`src/rtl/icap_pkg.sv`:
```
package icap_pkg;

   typedef enum logic [2:0] {
      ICM_OFF       = 3'b000,
      ICM_BOTH      = 3'b001,
      ICM_FALL      = 3'b010,
      ICM_RISE      = 3'b011,
      ICM_RISE_DIVA = 3'b100,
      ICM_RISE_DIVB = 3'b101
   } icap_mode_e;

   function automatic logic icap_mode_active(input logic [2:0] code);
      return (code >= 3'b001) && (code <= 3'b101);
   endfunction

endpackage

```
`src/rtl/icap_sync_edge.sv`:
```
module icap_sync_edge #(
   parameter int STAGES = 2
) (
   input  logic clk,
   input  logic rst_n,
   input  logic pin_async,
   output logic rise,
   output logic fall
);

   logic [STAGES-1:0] chain;
   logic              last_q;

   generate
      for (genvar i = 0; i < STAGES; i++) begin : g_stage
         if (i == 0) begin : g_first
            always_ff @(posedge clk or negedge rst_n)
               if (!rst_n) chain[0] <= 1'b0;
               else        chain[0] <= pin_async;
         end else begin : g_next
            always_ff @(posedge clk or negedge rst_n)
               if (!rst_n) chain[i] <= 1'b0;
               else        chain[i] <= chain[i-1];
         end
      end
   endgenerate

   always_ff @(posedge clk or negedge rst_n)
      if (!rst_n) last_q <= 1'b0;
      else        last_q <= chain[STAGES-1];

   assign rise = chain[STAGES-1] & ~last_q;
   assign fall = ~chain[STAGES-1] & last_q;

endmodule

```
`src/rtl/icap_prescale.sv`:
```
module icap_prescale
   import icap_pkg::*;
#(
   parameter int DIV_A = 4,
   parameter int DIV_B = 16
) (
   input  logic       clk,
   input  logic       rst_n,
   input  logic       enable,
   input  icap_mode_e mode,
   input  logic       rise,
   input  logic       fall,
   output logic       fire
);

   localparam int DIV_MAX = (DIV_A > DIV_B) ? DIV_A : DIV_B;
   localparam int CW      = $clog2(DIV_MAX);

   logic          edge_hit;
   logic          use_div;
   logic [CW-1:0] limit;
   logic [CW-1:0] cnt;

   always_comb begin
      edge_hit = 1'b0;
      use_div  = 1'b0;
      limit    = '0;
      unique case (mode)
         ICM_BOTH:      edge_hit = rise | fall;
         ICM_FALL:      edge_hit = fall;
         ICM_RISE:      edge_hit = rise;
         ICM_RISE_DIVA: begin
            edge_hit = rise;
            use_div  = 1'b1;
            limit    = CW'(DIV_A - 1);
         end
         ICM_RISE_DIVB: begin
            edge_hit = rise;
            use_div  = 1'b1;
            limit    = CW'(DIV_B - 1);
         end
         default: edge_hit = 1'b0;
      endcase
   end

   assign fire = enable && edge_hit && (!use_div || (cnt == limit));

   always_ff @(posedge clk or negedge rst_n)
      if (!rst_n)                   cnt <= '0;
      else if (!enable)             cnt <= '0;
      else if (edge_hit && use_div) cnt <= (cnt == limit) ? '0 : cnt + 1'b1;

endmodule

```
`src/rtl/icap_fifo.sv`:
```
module icap_fifo #(
   parameter int W     = 16,
   parameter int DEPTH = 4
) (
   input  logic                         clk,
   input  logic                         rst_n,
   input  logic                         clr,
   input  logic                         push,
   input  logic [W-1:0]                 push_data,
   input  logic                         pop,
   output logic [W-1:0]                 head,
   output logic [$clog2(DEPTH+1)-1:0]   count,
   output logic                         overflow
);

   localparam int PW   = $clog2(DEPTH);
   localparam int CNTW = $clog2(DEPTH + 1);

   logic [W-1:0]    mem [DEPTH];
   logic [PW-1:0]   wr_ptr, rd_ptr;
   logic            full, empty, do_push, do_pop;
   logic [CNTW-1:0] count_nxt;

   assign full      = (count == CNTW'(DEPTH));
   assign empty     = (count == '0);
   assign do_push   = push && !full;
   assign do_pop    = pop && !empty;
   assign count_nxt = count + CNTW'(do_push) - CNTW'(do_pop);

   generate
      for (genvar i = 0; i < DEPTH; i++) begin : g_slot
         always_ff @(posedge clk or negedge rst_n)
            if (!rst_n)
               mem[i] <= '0;
            else if (do_push && !clr && (wr_ptr == PW'(i)))
               mem[i] <= push_data;
      end
   endgenerate

   always_ff @(posedge clk or negedge rst_n)
      if (!rst_n) begin
         wr_ptr   <= '0;
         rd_ptr   <= '0;
         count    <= '0;
         overflow <= 1'b0;
      end else if (clr) begin
         wr_ptr   <= '0;
         rd_ptr   <= '0;
         count    <= '0;
         overflow <= 1'b0;
      end else begin
         if (do_push) wr_ptr <= wr_ptr + 1'b1;
         if (do_pop)  rd_ptr <= rd_ptr + 1'b1;
         count <= count_nxt;
         if (push && full)           overflow <= 1'b1;
         else if (count_nxt == '0)   overflow <= 1'b0;
      end

   assign head = mem[rd_ptr];

endmodule

```
`src/rtl/icap_event_path.sv`:
```
module icap_event_path
   import icap_pkg::*;
#(
   parameter int TS_W        = 16,
   parameter int FIFO_DEPTH  = 4,
   parameter int SYNC_STAGES = 2,
   parameter int PRESCALE_A  = 4,
   parameter int PRESCALE_B  = 16,
   parameter int THRESH_W    = 2
) (
   input  logic                clk,
   input  logic                rst_n,
   input  logic                cap_pin,
   input  logic [2:0]          cap_mode,
   input  logic [THRESH_W-1:0] irq_every,
   input  logic [TS_W-1:0]     timebase,
   input  logic                rd_pop,
   output logic [TS_W-1:0]     rd_data,
   output logic                buf_not_empty,
   output logic                buf_overflow,
   output logic                cap_irq
);

   localparam int CNTW = $clog2(FIFO_DEPTH + 1);

   if (FIFO_DEPTH < 2 || (FIFO_DEPTH & (FIFO_DEPTH - 1)) != 0) begin : g_bad_depth
      $error("FIFO_DEPTH must be a power of two of at least 2");
   end
   if (SYNC_STAGES < 2) begin : g_bad_sync
      $error("SYNC_STAGES must be at least 2");
   end
   if (PRESCALE_A < 2 || PRESCALE_B < 2) begin : g_bad_div
      $error("prescale ratios must be at least 2");
   end
   if (TS_W < 1 || THRESH_W < 1) begin : g_bad_width
      $error("widths must be positive");
   end

   logic                mode_en;
   icap_mode_e          mode;
   logic                rise, fall;
   logic                cap_evt;
   logic [CNTW-1:0]     fifo_count;
   logic [THRESH_W-1:0] irq_cnt;
   logic                irq_q;

   assign mode    = icap_mode_e'(cap_mode);
   assign mode_en = icap_mode_active(cap_mode);

   icap_sync_edge #(.STAGES(SYNC_STAGES)) u_sync (
      .clk       (clk),
      .rst_n     (rst_n),
      .pin_async (cap_pin),
      .rise      (rise),
      .fall      (fall)
   );

   icap_prescale #(.DIV_A(PRESCALE_A), .DIV_B(PRESCALE_B)) u_pre (
      .clk    (clk),
      .rst_n  (rst_n),
      .enable (mode_en),
      .mode   (mode),
      .rise   (rise),
      .fall   (fall),
      .fire   (cap_evt)
   );

   icap_fifo #(.W(TS_W), .DEPTH(FIFO_DEPTH)) u_fifo (
      .clk       (clk),
      .rst_n     (rst_n),
      .clr       (!mode_en),
      .push      (cap_evt),
      .push_data (timebase),
      .pop       (rd_pop),
      .head      (rd_data),
      .count     (fifo_count),
      .overflow  (buf_overflow)
   );

   always_ff @(posedge clk or negedge rst_n)
      if (!rst_n) begin
         irq_cnt <= '0;
         irq_q   <= 1'b0;
      end else if (!mode_en) begin
         irq_cnt <= '0;
         irq_q   <= 1'b0;
      end else begin
         irq_q <= 1'b0;
         if (cap_evt) begin
            if (irq_cnt == irq_every) begin
               irq_cnt <= '0;
               irq_q   <= 1'b1;
            end else begin
               irq_cnt <= irq_cnt + 1'b1;
            end
         end
      end

   assign buf_not_empty = (fifo_count != '0);
   assign cap_irq       = irq_q;

endmodule

```
`config.mk`:
```
export PLATFORM = sky130hd
export DESIGN_NAME = icap_event_path
export DESIGN_NICKNAME = d
export VERILOG_FILES = /design/src/rtl/icap_pkg.sv /design/src/rtl/icap_sync_edge.sv /design/src/rtl/icap_prescale.sv /design/src/rtl/icap_fifo.sv /design/src/rtl/icap_event_path.sv
export SDC_FILE = /design/constraint.sdc
export NUM_CORES = 1
export LEC_CHECK = 0
export BUFFER_PORTS_ARGS = -buffer_cell sky130_fd_sc_hd__buf_4
export CORE_ASPECT_RATIO = 1.1
export CORE_UTILIZATION = 58
export DETAILED_ROUTE_END_ITERATION = 7
export MAX_ROUTING_LAYER = met4
export PLACE_DENSITY = 0.79
export SYNTH_ARGS = -nofsm -noshare
export SYNTH_HDL_FRONTEND = slang
export SYNTH_SLANG_ARGS = --single-unit
```
`constraint.sdc`:
```
create_clock -name clk -period 2.82 [get_ports clk]
set_input_delay 0.141 -clock clk [delete_from_list [all_inputs] [get_ports clk]]
set_output_delay 0.141 -clock clk [all_outputs]
set_load 0.05 [all_outputs]
```
==> metrics.cfg <==
[clock_tree]
clk_latency_ns = 0.36
clock_tree.buffer_depth = 2
clock_tree.root_cell = sky130_fd_sc_hd__clkbuf_8
cts_htree_levels = 3
postCtsSetupRepairBufs = 0
post_cts_resized = 0
cts_tree = done
cts_inserted_buffers = 9
worst_setup_hold_path_clk_slew_ns = 0.09
cts_sinks = 82

[yosys]
syn-num-nets = 291
post_synth_instance_area_sq_um = 3770
synth_top_cells_by_area = sky130_fd_sc_hd__dfrtp_1, sky130_fd_sc_hd__mux2_2, sky130_fd_sc_hd__mux4_2, sky130_fd_sc_hd__ha_1, sky130_fd_sc_hd__xor2_1
synth_cells = 256
yosys_warn_count = 0
syn_avg_cell_area_sq_um = 14.7
synth_top_cell_by_area = sky130_fd_sc_hd__dfrtp_1
yosys.cell_types.count = 36
synth_top_cell_area_share_pct = 54.4
number_of_synthesized_register_bits = 82
synth-seq-area-share_pct = 54.4

[pwr]
power_per_cell_area_nw_per_um2 = 1110
fraction_of_power_spent_switching_nets_pct = 40.4
power_mw = 4.86
seq_power_share_pct = 38.3
internal_power_mw = 2.90
power.combinational.fraction_pct = 45.7
total_switching_power_mw = 1.96
clock_power_share_pct = 16.0
power_leakage_nw = 2.02
worst_ir_drop_vdd_uv = 656

[timing]
worst-slew-pin-transition_ns = 1.01
final-max-slew-violation-count = 0
clock.fmax_mhz = 398
postLayoutSetupSlackWorst_ns = 0.306
whs_ns = 0.0363
final_period_minus_worst_setup_slack_ns = 2.51
final.setup.tns_ns = 0
slew_headroom_pct = 32.9
unrepaired_setup_endpoints_after_global_routing = false
period_share_pct = 89.1
finalClockSkew_ns = 0.00668
finalHoldViolCount = 0
setup_viol = 0

[route]
drt_wl_total_um = 6620
vias_after_detailed_routing = 2210
post-route-drc-count = 0
drt_first_iter_violations = 99
vias_per_cell = 5.61
first_pass_iters = 4
post_drt_wl_per_cell_um = 16.8
antenna_violating_nets_left = 0

[layout]
finish.net_count = 344
diodes = 0
layout.cells.most_common_list = sky130_fd_sc_hd__dfrtp_1, sky130_fd_sc_hd__mux2_2, sky130_fd_sc_hd__buf_4, sky130_fd_sc_hd__mux4_2
layout-drive-gt1-share_pct = 47.8
layout.cells.most_common = sky130_fd_sc_hd__dfrtp_1
area_growth_pct = 16.1
postLayoutCoreUtil_pct = 70.3

[critical_path]
critical_path.endpoint_type = flip-flop
start_kind = flip-flop
arrival_ns = 2.75
cp.required_ns = 3.06
critical_path.max_fanout = 3
r2r_slack_ns = 0.31
worst-setup-path-type = flip-flop to flip-flop
worst_setup_path_startpoint = u_sync.last_q
critPathCapture = u_fifo.overflow
timing.rr.end = u_fifo.overflow
worst-r2r-cell-count = 11
worst_r2r_startpoint = u_sync.last_q

[run_status]
outcome = finished clean

[die]
die-area_sq_um = 6830
die_w_um = 78.9
die_height_um = 86.6
core.rowCount = 30
boundaryPins = 44
effective_utilization_at_floorplan_pct = 60.5
fp.coreArea_sq_um = 6230

[global_route]
antenna_found_initial = 0
grt_start_max_net_pins = 83
first_global_vias = 2359
overflow = 0
globalRouteTotalUtil_pct = 23.1
grt_pass1_wl_um = 11300

[place]
pre_cts_ws_ns = 0.306
finalWeightedCongestion = 0.872
placement.io_buffers = 43
detailed_placement_hpwl_um = 4420

[worst_hold_path]
min_path_type = primary input to flip-flop

[run]
maxCapViolCount = 0

[stage by stage]
step                cell area [sq um]  cells
finish                           4380    394
floorplan                        3770    256
CTS                              4380    394
global route                     4380    394
global placement                 4180    376
detailed placement               4180    376
[repair_timing]
| action | CTS | global route |
|---|---|---|
| hold endpoints to repair | 49 | 0 |
| endpoints found under the setup margin | 0 | 0 |
| hold buffers | 2 | 0 |
[cells by family after synthesis]
family | after synthesis | share of synthesized area (%)
compound gates | 15 | 2.52
xor+xnor | 8 | 1.86
fa+ha+maj | 10 | 3.52
buf+inv | 18 | 2.45
flops | 82 | 54.4
mux | 82 | 29.2
simple gates | 41 | 6.04
[power groups by stage]
stage / sequential [mW] / clock, mW / combinational, mW
6_report: 1.86 / 0.777 / 2.22
5_1_grt: 1.92 / 0.838 / 2.36
4_1_cts: 1.86 / 0.793 / 2.25
3_5_place_dp: 1.89 / 0 / 2.24
3_3_place_gp: 1.86 / 0 / 2.19
2_1_floorplan: 1.76 / 0 / 1.76
[layer usage]
metal  vias to the layer above  part of all wire, %  track usage, %
met3                         8                  3.0            4.95
met5                         -                    0               -
met1                      1137                   46            29.8
li1                       1031                    -               -
met2                        34                   49            35.2
met4                         0                  2.0            10.9
[worst min-delay path by stage]
stage | from | to | slack, ns | cells after the start
after floorplan | rst_n | cap_irq | -0.15 | 0
after global placement | cap_pin | u_sync.chain[0] | 0.25 | 1
after detailed placement | cap_pin | u_sync.chain[0] | 0.25 | 1
after CTS | timebase[12] | u_fifo.mem[60] | 0.03 | 2
after global routing | timebase[14] | u_fifo.mem[14] | 0.02 | 2
final | timebase[12] | u_fifo.mem[60] | 0.04 | 2
[cell type report]
cell class | count | area (sq um)
flip-flops and latches | 82 | 2050
fillers | 455 | 1850
multi-input cells | 156 | 1630
repair buffers | 51 | 388
clock buffers | 9 | 124
well taps | 80 | 100
clock inverters | 7 | 52.6
inverters | 9 | 33.8
[sequential cells by signal (all words and copies together), names as in the netlist]
register         flops
u_fifo.mem          64
u_sync.chain         2
irq_cnt              2
u_fifo.wr_ptr        2
u_fifo.count         3
u_pre.cnt            4
u_fifo.rd_ptr        2
u_sync.last_q        1
cap_irq              1
u_fifo.overflow      1
[synth_stat cells]
master,instances
sky130_fd_sc_hd__a21o_1,1
sky130_fd_sc_hd__a21oi_1,5
sky130_fd_sc_hd__a31oi_1,1
sky130_fd_sc_hd__and2_1,3
sky130_fd_sc_hd__and3_1,1
sky130_fd_sc_hd__buf_2,2
sky130_fd_sc_hd__buf_4,4
sky130_fd_sc_hd__buf_6,1
sky130_fd_sc_hd__clkbuf_1,2
sky130_fd_sc_hd__dfrtp_1,82
sky130_fd_sc_hd__fa_1,1
sky130_fd_sc_hd__ha_1,9
sky130_fd_sc_hd__inv_1,9
sky130_fd_sc_hd__mux2_1,1
sky130_fd_sc_hd__mux2_2,64
sky130_fd_sc_hd__mux2i_1,1
sky130_fd_sc_hd__mux4_2,16
sky130_fd_sc_hd__nand2_1,9
sky130_fd_sc_hd__nand2b_1,1
sky130_fd_sc_hd__nand3_1,4
sky130_fd_sc_hd__nand3b_1,3
sky130_fd_sc_hd__nor2_1,7
sky130_fd_sc_hd__nor2_2,2
sky130_fd_sc_hd__nor2_4,2
sky130_fd_sc_hd__nor2b_1,2
sky130_fd_sc_hd__nor3_1,3
sky130_fd_sc_hd__nor3b_1,2
sky130_fd_sc_hd__o211ai_1,1
sky130_fd_sc_hd__o21ai_0,3
sky130_fd_sc_hd__o22a_2,1
sky130_fd_sc_hd__o2bb2ai_1,1
sky130_fd_sc_hd__o31ai_1,2
sky130_fd_sc_hd__or3_1,1
sky130_fd_sc_hd__or4b_1,1
sky130_fd_sc_hd__xnor2_1,3
sky130_fd_sc_hd__xor2_1,5
[worst max-delay path, stage by stage (launching register included)]
cell and delay (ns):
sky130_fd_sc_hd__dfrtp_1 0.36, sky130_fd_sc_hd__inv_1 0.05, sky130_fd_sc_hd__ha_1 0.28, sky130_fd_sc_hd__nor3b_1 0.18, sky130_fd_sc_hd__a21oi_1 0.06, sky130_fd_sc_hd__o22a_2 0.23, sky130_fd_sc_hd__a21oi_1 0.26, sky130_fd_sc_hd__ha_1 0.23
sky130_fd_sc_hd__fa_1 0.45, sky130_fd_sc_hd__nor2_1 0.12, sky130_fd_sc_hd__a21oi_1 0.08, sky130_fd_sc_hd__o2bb2ai_1 0.13
Note: power is estimated with default switching activity, not from simulation.
